File: config.mk
export PLATFORM = sky130hd
export DESIGN_NAME = twowire_cmd_slave
export DESIGN_NICKNAME = d
export VERILOG_FILES = /design/src/rtl/tws_pkg.sv /design/src/rtl/tws_line_sync.sv /design/src/rtl/tws_bus_cond.sv /design/src/rtl/tws_ctrl.sv /design/src/rtl/twowire_cmd_slave.sv
export SDC_FILE = /design/constraint.sdc
export NUM_CORES = 1
export LEC_CHECK = 0
export ABC_AREA = 0
export BUFFER_PORTS_ARGS = -buffer_cell sky130_fd_sc_hd__buf_2
export CAP_MARGIN = 25
export CORE_MARGIN = 8
export CORE_UTILIZATION = 64
export CTS_BUF_LIST = sky130_fd_sc_hd__clkbuf_4
export CTS_CLUSTER_DIAMETER = 100
export DETAILED_ROUTE_END_ITERATION = 8
export GPL_TIMING_DRIVEN = 0
export PLACE_DENSITY = 0.93
export SETUP_SLACK_MARGIN = 0.5
export SYNTH_ARGS = -nofsm -noshare
export SYNTH_HDL_FRONTEND = slang
export SYNTH_SLANG_ARGS = --single-unit
File: constraint.sdc
create_clock -name clk -period 3.38 [get_ports clk]
set_input_delay 0.169 -clock clk [delete_from_list [all_inputs] [get_ports clk]]
set_output_delay 0.169 -clock clk [all_outputs]
set_load 0.03 [all_outputs]
File: src/rtl/tws_pkg.sv
package tws_pkg;

    localparam int DATA_W = 8;

    typedef enum logic [3:0] {
        ST_IDLE,
        ST_ADDR,
        ST_ADDR_ACK,
        ST_INSTR,
        ST_INSTR_ACK,
        ST_DATA,
        ST_DATA_ACK,
        ST_READ,
        ST_READ_ACK,
        ST_SKIP
    } tws_state_e;

    // Bit positions inside the instruction byte (decoded downstream).
    localparam int INS_CHAN_BIT = 7;
    localparam int INS_MRST_BIT = 6;
    localparam int INS_SHDN_BIT = 5;
    localparam int INS_OUT1_BIT = 4;
    localparam int INS_OUT2_BIT = 3;

    typedef struct packed {
        logic chan;
        logic mid_rst;
        logic shdn;
        logic out1;
        logic out2;
    } tws_instr_t;

    function automatic tws_instr_t decode_instr(input logic [DATA_W-1:0] b);
        tws_instr_t r;
        r.chan    = b[INS_CHAN_BIT];
        r.mid_rst = b[INS_MRST_BIT];
        r.shdn    = b[INS_SHDN_BIT];
        r.out1    = b[INS_OUT1_BIT];
        r.out2    = b[INS_OUT2_BIT];
        return r;
    endfunction

endpackage

File: src/rtl/tws_line_sync.sv
module tws_line_sync #(
    parameter int   STAGES    = 2,
    parameter logic RESET_VAL = 1'b1
) (
    input  logic clk,
    input  logic rst_n,
    input  logic d,
    output logic q
);
    logic [STAGES-1:0] chain;

    always_ff @(posedge clk or negedge rst_n) begin
        if (!rst_n) begin
            chain <= {STAGES{RESET_VAL}};
        end else begin
            chain <= {chain[STAGES-2:0], d};
        end
    end

    assign q = chain[STAGES-1];
endmodule

File: src/rtl/tws_bus_cond.sv
module tws_bus_cond #(
    parameter int SYNC_STAGES = 2
) (
    input  logic clk,
    input  logic rst_n,
    input  logic scl_in,
    input  logic sda_in,
    output logic scl_lvl,
    output logic sda_lvl,
    output logic scl_rise,
    output logic scl_fall,
    output logic start_det,
    output logic stop_det
);
    localparam int LINES = 2;

    logic [LINES-1:0] raw;
    logic [LINES-1:0] lvl;
    logic [LINES-1:0] prev;

    assign raw = {sda_in, scl_in};

    for (genvar g = 0; g < LINES; g++) begin : g_line
        tws_line_sync #(.STAGES(SYNC_STAGES), .RESET_VAL(1'b1)) i_sync (
            .clk   (clk),
            .rst_n (rst_n),
            .d     (raw[g]),
            .q     (lvl[g])
        );
    end

    always_ff @(posedge clk or negedge rst_n) begin
        if (!rst_n) begin
            prev <= '1;
        end else begin
            prev <= lvl;
        end
    end

    assign scl_lvl   = lvl[0];
    assign sda_lvl   = lvl[1];
    assign scl_rise  = lvl[0] & ~prev[0];
    assign scl_fall  = ~lvl[0] & prev[0];
    assign start_det = lvl[0] & prev[0] & prev[1] & ~lvl[1];
    assign stop_det  = lvl[0] & prev[0] & ~prev[1] & lvl[1];
endmodule

File: src/rtl/tws_ctrl.sv
module tws_ctrl
    import tws_pkg::*;
#(
    parameter int           ID_W    = 5,
    parameter logic [ID_W-1:0] DEV_ID = 5'b01011,
    parameter int           STRAP_W = 2
) (
    input  logic              clk,
    input  logic              rst_n,
    input  logic              sda_lvl,
    input  logic              scl_rise,
    input  logic              scl_fall,
    input  logic              start_det,
    input  logic              stop_det,
    input  logic [STRAP_W-1:0] strap,
    input  logic [DATA_W-1:0] rd_code,
    output logic              sda_pull,
    output tws_instr_t        instr,
    output logic              instr_stb,
    output logic              load_stb,
    output logic [DATA_W-1:0] load_code
);
    localparam int CNT_W = $clog2(DATA_W);
    localparam logic [CNT_W-1:0] LAST_BIT = CNT_W'(DATA_W - 1);

    tws_state_e        state, nstate;
    logic [CNT_W-1:0]  bit_cnt;
    logic [DATA_W-1:0] rx_sh;
    logic [DATA_W-1:0] tx_sh;
    logic [DATA_W-1:0] rx_byte;
    logic              rw_q;
    logic              ack_on;
    logic              mack_q;
    logic              last_bit;
    logic              addr_hit;

    assign rx_byte  = {rx_sh[DATA_W-2:0], sda_lvl};
    assign last_bit = (bit_cnt == LAST_BIT);
    assign addr_hit = (rx_byte[DATA_W-1 -: ID_W] == DEV_ID) &&
                      (rx_byte[STRAP_W:1] == strap);

    // State register
    always_ff @(posedge clk or negedge rst_n) begin
        if (!rst_n) begin
            state <= ST_IDLE;
        end else begin
            state <= nstate;
        end
    end

    // Next state
    always_comb begin
        nstate = state;
        if (stop_det) begin
            nstate = ST_IDLE;
        end else if (start_det) begin
            nstate = ST_ADDR;
        end else begin
            unique case (state)
                ST_IDLE:      nstate = ST_IDLE;
                ST_ADDR:      if (scl_rise && last_bit) nstate = addr_hit ? ST_ADDR_ACK : ST_SKIP;
                ST_ADDR_ACK:  if (scl_fall && ack_on)   nstate = rw_q ? ST_READ : ST_INSTR;
                ST_INSTR:     if (scl_rise && last_bit) nstate = ST_INSTR_ACK;
                ST_INSTR_ACK: if (scl_fall && ack_on)   nstate = ST_DATA;
                ST_DATA:      if (scl_rise && last_bit) nstate = ST_DATA_ACK;
                ST_DATA_ACK:  if (scl_fall && ack_on)   nstate = ST_DATA;
                ST_READ:      if (scl_fall && last_bit) nstate = ST_READ_ACK;
                ST_READ_ACK:  if (scl_fall)             nstate = mack_q ? ST_READ : ST_SKIP;
                ST_SKIP:      nstate = ST_SKIP;
                default:      nstate = ST_IDLE;
            endcase
        end
    end

    // Datapath and outputs
    always_ff @(posedge clk or negedge rst_n) begin
        if (!rst_n) begin
            bit_cnt   <= '0;
            rx_sh     <= '0;
            tx_sh     <= '0;
            rw_q      <= 1'b0;
            ack_on    <= 1'b0;
            mack_q    <= 1'b0;
            sda_pull  <= 1'b0;
            instr     <= '0;
            instr_stb <= 1'b0;
            load_stb  <= 1'b0;
            load_code <= '0;
        end else begin
            instr_stb <= 1'b0;
            load_stb  <= 1'b0;
            if (start_det || stop_det) begin
                bit_cnt  <= '0;
                ack_on   <= 1'b0;
                sda_pull <= 1'b0;
            end else begin
                unique case (state)
                    ST_ADDR, ST_INSTR, ST_DATA: begin
                        if (scl_rise) begin
                            rx_sh   <= rx_byte;
                            bit_cnt <= bit_cnt + 1'b1;
                            if (last_bit) begin
                                if (state == ST_ADDR) begin
                                    rw_q <= sda_lvl;
                                end else if (state == ST_INSTR) begin
                                    instr     <= decode_instr(rx_byte);
                                    instr_stb <= 1'b1;
                                end else begin
                                    load_code <= rx_byte;
                                    load_stb  <= 1'b1;
                                end
                            end
                        end
                    end
                    ST_ADDR_ACK, ST_INSTR_ACK, ST_DATA_ACK: begin
                        if (scl_fall) begin
                            if (!ack_on) begin
                                ack_on   <= 1'b1;
                                sda_pull <= 1'b1;
                            end else begin
                                ack_on   <= 1'b0;
                                bit_cnt  <= '0;
                                if (state == ST_ADDR_ACK && rw_q) begin
                                    tx_sh    <= rd_code;
                                    sda_pull <= ~rd_code[DATA_W-1];
                                end else begin
                                    sda_pull <= 1'b0;
                                end
                            end
                        end
                    end
                    ST_READ: begin
                        if (scl_fall) begin
                            if (last_bit) begin
                                sda_pull <= 1'b0;
                                bit_cnt  <= '0;
                            end else begin
                                tx_sh    <= {tx_sh[DATA_W-2:0], 1'b0};
                                sda_pull <= ~tx_sh[DATA_W-2];
                                bit_cnt  <= bit_cnt + 1'b1;
                            end
                        end
                    end
                    ST_READ_ACK: begin
                        if (scl_rise) begin
                            mack_q <= ~sda_lvl;
                        end
                        if (scl_fall && mack_q) begin
                            tx_sh    <= rd_code;
                            sda_pull <= ~rd_code[DATA_W-1];
                        end
                    end
                    ST_IDLE, ST_SKIP: begin
                        sda_pull <= 1'b0;
                    end
                    default: begin
                        sda_pull <= 1'b0;
                    end
                endcase
            end
        end
    end
endmodule

File: src/rtl/twowire_cmd_slave.sv
module twowire_cmd_slave
    import tws_pkg::*;
#(
    parameter int SYNC_STAGES = 2
) (
    input  logic       clk,
    input  logic       rst_n,
    input  logic       scl_in,
    input  logic       sda_in,
    output logic       sda_pull,
    input  logic [1:0] strap_addr,
    input  logic [7:0] rd_code,
    output logic       sel_chan,
    output logic       instr_stb,
    output logic       mid_rst,
    output logic       shdn,
    output logic       out1,
    output logic       out2,
    output logic       load_stb,
    output logic       load_chan,
    output logic [7:0] load_code
);
    logic       scl_lvl, sda_lvl, scl_rise, scl_fall, start_det, stop_det;
    tws_instr_t instr;

    tws_bus_cond #(.SYNC_STAGES(SYNC_STAGES)) i_cond (
        .clk       (clk),
        .rst_n     (rst_n),
        .scl_in    (scl_in),
        .sda_in    (sda_in),
        .scl_lvl   (scl_lvl),
        .sda_lvl   (sda_lvl),
        .scl_rise  (scl_rise),
        .scl_fall  (scl_fall),
        .start_det (start_det),
        .stop_det  (stop_det)
    );

    tws_ctrl #(.ID_W(5), .DEV_ID(5'b01011), .STRAP_W(2)) i_ctrl (
        .clk       (clk),
        .rst_n     (rst_n),
        .sda_lvl   (sda_lvl),
        .scl_rise  (scl_rise),
        .scl_fall  (scl_fall),
        .start_det (start_det),
        .stop_det  (stop_det),
        .strap     (strap_addr),
        .rd_code   (rd_code),
        .sda_pull  (sda_pull),
        .instr     (instr),
        .instr_stb (instr_stb),
        .load_stb  (load_stb),
        .load_code (load_code)
    );

    assign sel_chan  = instr.chan;
    assign load_chan = instr.chan;
    assign mid_rst   = instr.mid_rst;
    assign shdn      = instr.shdn;
    assign out1      = instr.out1;
    assign out2      = instr.out2;

    logic unused_lvl;
    assign unused_lvl = scl_lvl;
endmodule

==> out/qor.yml <==
worstSetupPathDepth: 7
met3_length_um: 331
p_per_area_mw_per_mm2: 661.9
fp.dieH_um: 75.29
drv_cap: 0
ant_nets: 0
die_area_mm2: 0.005669
hold_viol_final: 0
overflow: 0
worst_skew_pair.late_latency_ns: 0.38
clock_path_buffers: 2
cp-end-kind: "flip-flop"
crit_required_ns: 3.64
hp-class: "in -> reg"
ys_seq_elements: 46
finalSetupViolCount: 0
grt_first_pass_wirelength_um: 8583
arrival_ns: 2.50
syn_nets: 245
crit_path_max_incr_delay_ns: 0.45
fin_area_mm2: 0.002566
hpwl_um: 3629
rsz0062_at_grt: "false"
max_slew_margin: 0.5210
coreArea_mm2: 0.003363
post_dp_cell_area_mm2: 0.002457
wl_met2_um: 2516
clkSlewWorstSetupHoldPaths_ns: 0.14
post-route-period-util: 0.6614
crit_slowest_cell: "a221oi_2"
rows: 21
postSynthCellCount: 229
area_growth_pct: 14.07
timing.setup.tns_ns: 0
post_drt_via_cell_ratio: 5.688
num-nets-final: 286
cts_tree: "yes"
cp-endpoint: "i_ctrl.state[0]$_DFFE_PN0P_"
slew_viol_final: 0
syn_avg_cell_area_um2: 9.824
dr.first_iter.drc_count: 206
setup.worst_path.start: "i_ctrl.bit_cnt[0]$_DFFE_PN0P_"
crit_buf_inv: 0
r2r_slack_ns: 1.14
reg2reg_to: "i_ctrl.state[0]$_DFFE_PN0P_"
antenna_found_initial: 0
grt_max_degree: 47
final_cell_mix: "nand2_1, dfrtp_1, buf_2"
synth.distinct_cells: 46
p_leak_nw: 1.287
io_buffers: 30
status: "finished, final reports clean"
critPathKind: "reg -> reg"
synth_area_mm2: 0.002250
clockRootBuffer: "clkbuf_4"
die-width_um: 75.29
top_layer: "met4"
drc_errors: 0
first_pass_iters: 4
wl_um: 5003
htree_levels: 2
wl_per_cell_um: 15.78
start_util: 0.6689
yosysSeqAreaShare: 0.5150
layout_min_cycle_time_ns: 2.235
io-pin-count: 31
cp_top_family: "simple AND/OR/NAND/NOR gates"
final_common_cell: "nand2_1"
r2r_cells: 7
yosysWarnings: 0
clkSinkCount: 46
r2r_start: "i_ctrl.bit_cnt[0]$_DFFE_PN0P_"
numCtsBuffers: 5
worstSetupStartpointType: "flip-flop"
ir_drop_uv: 416.5
m1WireLength_um: 2080
ctsResizeCount: 0
tightest_slew_ns: 0.7119
vias: 1803
grt_use_total: 0.2014
crit_fanout: 6
p_total_mw: 1.699
drive_above_1_share: 0.2620
clock_skew_ns: 0.01786
diodes: 0
grt_pass1_vias: 1833
place_congestion: 0.9290
path_cells: "ha_1 -> ha_1 -> nand3b_1 -> nand3b_1 -> a221oi_2 -> nor2_1 -> mux2_1"
max_freq_mhz: 447.4
[cell usage after synthesis (all sizes together)]
| cell type | count | area, µm² |
|---|---|---|
| a211oi | 1 | 7.510 |
| a21o | 1 | 7.510 |
| a21oi | 6 | 30.03 |
| a221oi | 1 | 15.01 |
| a22oi | 1 | 7.510 |
| a31oi | 4 | 25.02 |
| a32o | 1 | 10.01 |
| a41oi | 2 | 17.52 |
| and2b | 1 | 7.510 |
| buf | 9 | 62.55 |
| clkbuf | 2 | 7.510 |
| dfrtp | 40 | 1001 |
| dfstp | 6 | 157.7 |
| ha | 2 | 25.02 |
| inv | 8 | 30.03 |
| mux2 | 10 | 112.6 |
| mux2i | 6 | 60.06 |
| nand2 | 54 | 202.7 |
| nand2b | 7 | 43.79 |
| nand3b | 4 | 30.03 |
| nand4b | 3 | 26.28 |
| nor2 | 13 | 51.30 |
| nor2b | 3 | 18.77 |
| nor3 | 6 | 35.03 |
| nor3b | 2 | 15.01 |
| nor4 | 3 | 18.77 |
| nor4b | 1 | 8.760 |
| o21a | 1 | 7.510 |
| o21ai | 17 | 92.59 |
| o22ai | 1 | 6.260 |
| o31ai | 2 | 15.01 |
| o32a | 1 | 10.01 |
| or2 | 2 | 12.52 |
| or3b | 1 | 8.760 |
| or4 | 1 | 7.510 |
| or4b | 2 | 20.02 |
| xnor2 | 1 | 8.760 |
| xor2 | 3 | 26.28 |
[cells by family (layout without fill, tap and decap cells)]
logic type,Yosys count,count (layout),share of synthesized area
xor+xnor,4,4,0.01558
flops,46,46,0.5150
fa+ha+maj,2,2,0.01112
buf+inv,19,61,0.04449
simple gates,103,103,0.2253
compound gates,39,39,0.1118
mux,16,16,0.07675
[final cells by class]
class / count / area, µm²
plain buffers: 11 / 70.07
clock inverters: 2 / 13.76
clock buffers: 6 / 45.04
inverters: 8 / 30.03
fillers: 248 / 797.0
flip-flops and latches: 46 / 1159
repair buffers: 34 / 200.2
multi-input cells: 164 / 991.0
well taps: 46 / 57.56
[layer usage]
layer	GRT usage	vias up
met3	0.05658	10
met2	0.3231	61
met5	0	-
li1	-	872
met4	0.08955	0
met1	0.2469	860
[how the worst min path moves through the flow]
stage / depth (start not counted) / slack [ns] / to / startpoint
floorplan: 0 / -0.13 / i_ctrl.ack_on$_DFFE_PN0P_ / rst_n
global placement: 1 / 0.27 / i_cond.g_line[0].i_sync.chain[0]$_DFF_PN1_ / scl_in
global route: 3 / 0.07 / i_ctrl.tx_sh[1]$_DFFE_PN0P_ / rd_code[1]
detailed placement: 1 / 0.28 / i_cond.g_line[0].i_sync.chain[0]$_DFF_PN1_ / scl_in
CTS: 3 / 0.08 / i_ctrl.tx_sh[6]$_DFFE_PN0P_ / rd_code[6]
finish: 3 / 0.08 / i_ctrl.tx_sh[6]$_DFFE_PN0P_ / rd_code[6]
[tightest hold or removal path: stages]
cell and delay [ns]:
buf_2 0.07, mux2i_1 0.05, o21ai_0 0.13
[timing repair]
action | in CTS | in global routing
buffers inserted | 0 | 0
setup endpoints to repair | 0 | 0
hold buffers | 3 | 0
hold endpoints to repair | 42 | 0
[power breakdown]
part / leakage (nW) / switching [mW] / internal (mW)
Clock: 0.0356 / 0.180 / 0.0899
Sequential: 0.582 / 0.121 / 0.685
Combinational: 0.670 / 0.346 / 0.277
[state kept, by name (all words and copies together), names as in the netlist, 2 cells and up]
signal                      cells
i_ctrl.load_code                8
i_ctrl.rx_sh                    7
i_ctrl.tx_sh                    7
i_ctrl.instr                    5
i_cond.g_line.i_sync.chain      4
i_ctrl.state                    4
i_ctrl.bit_cnt                  3
i_cond.prev                     2
[stage by stage]
step           cells  hold slack [ns]  worst slack, ns  utilization
2_1_floorplan    229          -0.1266            1.533            -
3_3_place_gp     305           0.2745            1.315       0.7307
3_5_place_dp     305           0.2754            1.223       0.7307
4_1_cts          316          0.07813            1.170       0.7571
5_1_grt          317          0.07325           0.9285       0.7630
6_report         317          0.07717            1.145       0.7630
(Power assumes the default switching activity.)
